--- src/rtl/mdec_pkg.sv ---
package mdec_pkg;

   typedef enum logic [1:0] {
      CMD_IDLE  = 2'b00,
      CMD_READ  = 2'b01,
      CMD_WRITE = 2'b10,
      CMD_CLASH = 2'b11
   } cmd_e;

   // Strobes are active low; both low is a clash.
   function automatic cmd_e decode_cmd(input logic rd_n, input logic wr_n);
      cmd_e c;
      unique case ({!wr_n, !rd_n})
         2'b01:   c = CMD_READ;
         2'b10:   c = CMD_WRITE;
         2'b11:   c = CMD_CLASH;
         default: c = CMD_IDLE;
      endcase
      return c;
   endfunction

   function automatic logic cmd_active(input cmd_e c);
      return (c == CMD_READ) || (c == CMD_WRITE);
   endfunction

endpackage

--- src/rtl/mdec_window.sv ---
module mdec_window #(
   parameter int          ADDR_W = 24,
   parameter logic [31:0] BASE   = 32'h000C_0000,
   parameter logic [31:0] SIZE   = 32'h0010_0000,
   parameter int          LOW_W  = 17,
   parameter int          BANK_W = 3
) (
   input  logic [ADDR_W-1:0] addr,
   output logic              in_win,
   output logic [BANK_W-1:0] bank_idx
);
   localparam logic [ADDR_W:0] BASE_X = (ADDR_W+1)'(BASE);
   localparam logic [ADDR_W:0] SIZE_X = (ADDR_W+1)'(SIZE);

   initial begin
      assert_cfg_fit_R1: assert ((64'(BASE) + 64'(SIZE)) <= (64'(1) << ADDR_W))
         else $error("window exceeds address space");
      assert_cfg_bankalign_R2: assert ((BASE % (32'(1) << LOW_W)) == 0)
         else $error("base not aligned to bank size");
      assert_cfg_span_R2: assert (64'(SIZE) == (64'(1) << (LOW_W + BANK_W)))
         else $error("window size does not match bank count");
   end

   logic [ADDR_W:0] diff;

   always_comb begin
      diff     = {1'b0, addr} - BASE_X;
      in_win   = !diff[ADDR_W] && (diff < SIZE_X);
      bank_idx = diff[LOW_W +: BANK_W];
      // an address below the base can never be taken as inside
      assert_below_base_R1: assert (!(in_win && ({1'b0, addr} < BASE_X)));
   end

endmodule

--- src/rtl/mdec_bank_dec.sv ---
module mdec_bank_dec #(
   parameter int BANKS  = 8,
   parameter int BANK_W = $clog2(BANKS)
) (
   input  logic [BANK_W-1:0] idx,
   input  logic              en,
   output logic [BANKS-1:0]  hot
);
   initial begin
      assert_cfg_banks_R2: assert (BANKS == (1 << BANK_W))
         else $error("bank count must be a power of two");
   end

   for (genvar g = 0; g < BANKS; g++) begin : g_bank
      assign hot[g] = en && (idx == BANK_W'(g));
   end

   always_comb begin
      assert_onehot_R2: assert (en ? $onehot(hot) : (hot == '0));
   end

endmodule

--- src/rtl/mdec_lane_split.sv ---
module mdec_lane_split #(
   parameter int BANKS = 8
) (
   input  logic [BANKS-1:0] hot,
   input  logic             a0,
   input  logic             bhe_n,
   output logic [BANKS-1:0] cs_lo_n,
   output logic [BANKS-1:0] cs_hi_n
);
   always_comb begin
      cs_lo_n = ~(hot & {BANKS{!a0}});
      cs_hi_n = ~(hot & {BANKS{!bhe_n}});
      assert_lo_odd_R3: assert (!a0 || (&cs_lo_n));
      assert_hi_off_R4: assert (!bhe_n || (&cs_hi_n));
   end

endmodule

--- src/rtl/mdec_buf_ctl.sv ---
module mdec_buf_ctl
   import mdec_pkg::*;
(
   input  logic in_win,
   input  cmd_e cmd,
   output logic mod_sel_n,
   output logic buf_dir
);
   always_comb begin
      mod_sel_n = !(in_win && cmd_active(cmd));
      buf_dir   = in_win && (cmd == CMD_READ);
      assert_dir_sel_R8: assert (!buf_dir || !mod_sel_n);
   end

endmodule

--- src/rtl/lane_module_decoder.sv ---
module lane_module_decoder
   import mdec_pkg::*;
#(
   parameter int          ADDR_W  = 24,
   parameter int          WORD_AW = 16,
   parameter int          BANKS   = 8,
   parameter logic [31:0] BASE    = 32'h000C_0000
) (
   input  logic [ADDR_W-1:0]  addr,
   input  logic               bhe_n,
   input  logic               mrd_n,
   input  logic               mwr_n,
   output logic [WORD_AW-1:0] word_addr,
   output logic [BANKS-1:0]   cs_lo_n,
   output logic [BANKS-1:0]   cs_hi_n,
   output logic               mod_sel_n,
   output logic               buf_dir
);
   localparam int          BANK_W = $clog2(BANKS);
   localparam int          LOW_W  = WORD_AW + 1;
   localparam logic [31:0] SIZE   = 32'(BANKS) << LOW_W;

   cmd_e              cmd;
   logic              in_win;
   logic              bank_en;
   logic [BANK_W-1:0] bank_idx;
   logic [BANKS-1:0]  bank_hot;

   assign cmd       = decode_cmd(mrd_n, mwr_n);
   assign bank_en   = in_win && cmd_active(cmd);
   assign word_addr = addr[WORD_AW:1];

   mdec_window #(
      .ADDR_W(ADDR_W), .BASE(BASE), .SIZE(SIZE),
      .LOW_W(LOW_W), .BANK_W(BANK_W)
   ) u_window (
      .addr(addr), .in_win(in_win), .bank_idx(bank_idx)
   );

   mdec_bank_dec #(.BANKS(BANKS), .BANK_W(BANK_W)) u_bank (
      .idx(bank_idx), .en(bank_en), .hot(bank_hot)
   );

   mdec_lane_split #(.BANKS(BANKS)) u_lane (
      .hot(bank_hot), .a0(addr[0]), .bhe_n(bhe_n),
      .cs_lo_n(cs_lo_n), .cs_hi_n(cs_hi_n)
   );

   mdec_buf_ctl u_buf (
      .in_win(in_win), .cmd(cmd), .mod_sel_n(mod_sel_n), .buf_dir(buf_dir)
   );

endmodule

--- config.mk ---
export PLATFORM = sky130hd
export DESIGN_NAME = lane_module_decoder
export DESIGN_NICKNAME = d
export VERILOG_FILES = /design/src/rtl/mdec_pkg.sv /design/src/rtl/mdec_window.sv /design/src/rtl/mdec_bank_dec.sv /design/src/rtl/mdec_lane_split.sv /design/src/rtl/mdec_buf_ctl.sv /design/src/rtl/lane_module_decoder.sv
export SDC_FILE = /design/constraint.sdc
export NUM_CORES = 1
export LEC_CHECK = 0
export BUFFER_PORTS_ARGS = -buffer_cell sky130_fd_sc_hd__buf_4
export CAP_MARGIN = 30
export CORE_MARGIN = 2
export CORE_UTILIZATION = 33
export DETAILED_ROUTE_END_ITERATION = 10
export GPL_TIMING_DRIVEN = 0
export MAX_ROUTING_LAYER = met4
export PLACE_DENSITY_LB_ADDON = 0.2
export SLEW_MARGIN = 20
export SYNTH_ARGS = -nofsm -noshare
export SYNTH_HDL_FRONTEND = slang
export SYNTH_SLANG_ARGS = --single-unit
--- constraint.sdc ---
create_clock -name vclk -period 2.06
set_clock_uncertainty 0.15 [all_clocks]
set_input_delay 0.103 -clock vclk [all_inputs]
set_output_delay 0.103 -clock vclk [all_outputs]
set_load 0.005 [all_outputs]
==> impl_metrics.env <==
export IMPL_status="finished, final reports clean"
export IMPL_core_um2=1280
export IMPL_tightest_slew_ns=0.450
export IMPL_max_cap_violations=0
export IMPL_switching_share_pct=41.5
export IMPL_tns_ns=0
export IMPL_die_w_um=40.7
export IMPL_max_freq_mhz=540
export IMPL_comb_power_share_pct=100.0
export IMPL_crit_path_end_kind="primary output"
export IMPL_p_leak_nw=0.375
export IMPL_gr_total_overflow=0
export IMPL_syn_nets=93
export IMPL_portBuffers=45
export IMPL_ir_worst_vdd_mv=0.0773
export IMPL_initial_utilization_pct=34.7
export IMPL_fin_area_um2=802
export IMPL_ys_top_cells_by_area="buf_4 (29%), nand4_1 (9.8%), nand3_1 (6.7%)"
export IMPL_final_max_slew_viol_count=0
export IMPL_drc_errors=0
export IMPL_pwr_share_seq_pct=0
export IMPL_dp_hpwl_um=1160
export IMPL_power_density_nw_per_um2=154
export IMPL_synth_area_um2=445
export IMPL_drtIter0Drc=15
export IMPL_routed_via_density=4.91
export IMPL_pin_count=61
export IMPL_wire_per_inst_um=10.6
export IMPL_critPathArrivalTime_ns=1.60
export IMPL_hold_path_end="word_addr[12]"
export IMPL_setup_viol=0
export IMPL_cts_hold_buffers=0
export IMPL_yosysUniqueCellTypes=25
export IMPL_cts_resized=0
export IMPL_syn_instance_count=64
export IMPL_fin_nets=140
export IMPL_antenna_found_initial=0
export IMPL_drive_gt1_share_pct=61.5
export IMPL_post_cts_repair_setup_buffers=0
export IMPL_grt_pass1_vias=434
export IMPL_seq_area_frac_synth_pct=0
export IMPL_routed_wl_um=1310
export IMPL_period_share_pct=89.9
export IMPL_rsz0062_at_grt="no"
export IMPL_firstDrtPassIters=4
export IMPL_syn_area_per_cell_um2=6.96
export IMPL_p_clk_share_pct=0
export IMPL_hp_class="input port to primary output"
export IMPL_p_switching_mw=0.0513
export IMPL_crit_required_ns=1.81
export IMPL_max_slew_margin_pct=69.8
export IMPL_grt_start_max_net_pins=11
export IMPL_startpoint_type="input port"
export IMPL_cp_max_fo=5
export IMPL_antenna_cells=0
export IMPL_yosysWarnings=0
export IMPL_final_common_cell="buf_4"
export IMPL_place_congestion=0.732
export IMPL_vias=609
export IMPL_worstHoldPathCells=2
export IMPL_hp_start="addr[13]"
export IMPL_layout_common_cells="buf_4 (62), nand4_1 (7), nand3_1 (6)"
export IMPL_fin_crit_ns=1.85
export IMPL_grt_usage_pct=15.0
export IMPL_p_int_mw=0.0723
export IMPL_synth_top_area_cell="buf_4"
export IMPL_synth_top_area_share_pct=28.7
export IMPL_ant_nets=0
export IMPL_seq_cell_count=0
export IMPL_grt_pass1_wl_um=1770
export IMPL_die_h_um=40.7
export IMPL_hold_viol_final=0
export IMPL_core_rowCount=13
export IMPL_register_area_um2=0
export IMPL_nClkBuffers=0
export IMPL_area_growth_pct=80.1
export IMPL_dieArea_um2=1660
export IMPL_placed_area_um2=802
export IMPL_worst_setup_path_type="input port to primary output"
logic make-up (layout without fill, tap and decap cells):
logic type / Yosys count / in the layout / share of synthesized area, %
xor gates and xnor gates: 2 / 2 / 3.93
AOI/OAI and AO/OA: 4 / 4 / 7.59
buffers and inverters: 19 / 64 / 30.3
adders and majority gates: 2 / 2 / 5.62
and+or+nand+nor: 37 / 37 / 52.5
critical path, cell delays in order:
cell     delay, ns
buf_4         0.08
inv_1         0.03
ha_1          0.33
or4b_4        0.59
nor3b_2       0.21
nand3_1       0.09
buf_4         0.15
how the worst max path moves through the flow:
stage               cells after the start    endpoint   from
finish                                  7  cs_lo_n[5]  mrd_n
global route                            7  cs_lo_n[5]  mrd_n
CTS                                     7  cs_lo_n[5]  mrd_n
detailed placement                      7  cs_lo_n[5]  mrd_n
global placement                        7  cs_lo_n[5]  mrd_n
floorplan                               5  cs_lo_n[5]  mrd_n
metal layers:
metal	part of all wire (%)	vias up	global-route usage [%]
li1	-	310	-
met1	36	264	19.9
met2	53	35	26.6
met3	11	0	0.543
met4	0	0	0
met5	0	-	-
per-stage QoR:
stage               std cells  setup slack (ns)  util, %  hold WS (ns)  power, mW
floorplan                  64             0.486        -         0.137     0.0668
global placement          124             0.219     62.4         0.221      0.121
detailed placement        124             0.201     62.4         0.222      0.124
CTS                       124             0.201     62.4         0.222      0.124
global route              124             0.121     62.4         0.225      0.136
finish                    124             0.208     62.4         0.221      0.124
cells in the mapped netlist:
master / instances
or3b_1: 1
a21bo_1: 1
inv_1: 1
o22ai_1: 1
nor3b_2: 1
and2_1: 1
clkbuf_1: 1
or3_1: 1
nor3_1: 2
nor2b_1: 1
nor3_2: 2
nand4b_1: 1
nand3b_1: 3
nand3_1: 6
buf_4: 17
nor4b_1: 1
ha_1: 2
nand2_1: 3
o22a_1: 1
or4b_4: 1
nand2b_1: 1
nor2_1: 5
o21ai_2: 1
xor2_1: 2
nand4_1: 7
layout make-up:
type	instances	area, um2
fill	127	483
tap	15	18.8
timing repair buffer	45	338
inverter	1	3.75
buffer	18	131
multi-input combinational	45	310
power by group through the flow:
| stage | Sequential (mW) | Clock (mW) | Combinational [mW] |
|---|---|---|---|
| after detailed placement | 0 | 0 | 0.124 |
| after global routing | 0 | 0 | 0.136 |
| after floorplan | 0 | 0 | 0.0668 |
| after CTS | 0 | 0 | 0.124 |
| final | 0 | 0 | 0.124 |
| after global placement | 0 | 0 | 0.121 |
Power figures use the tool's default switching activity.
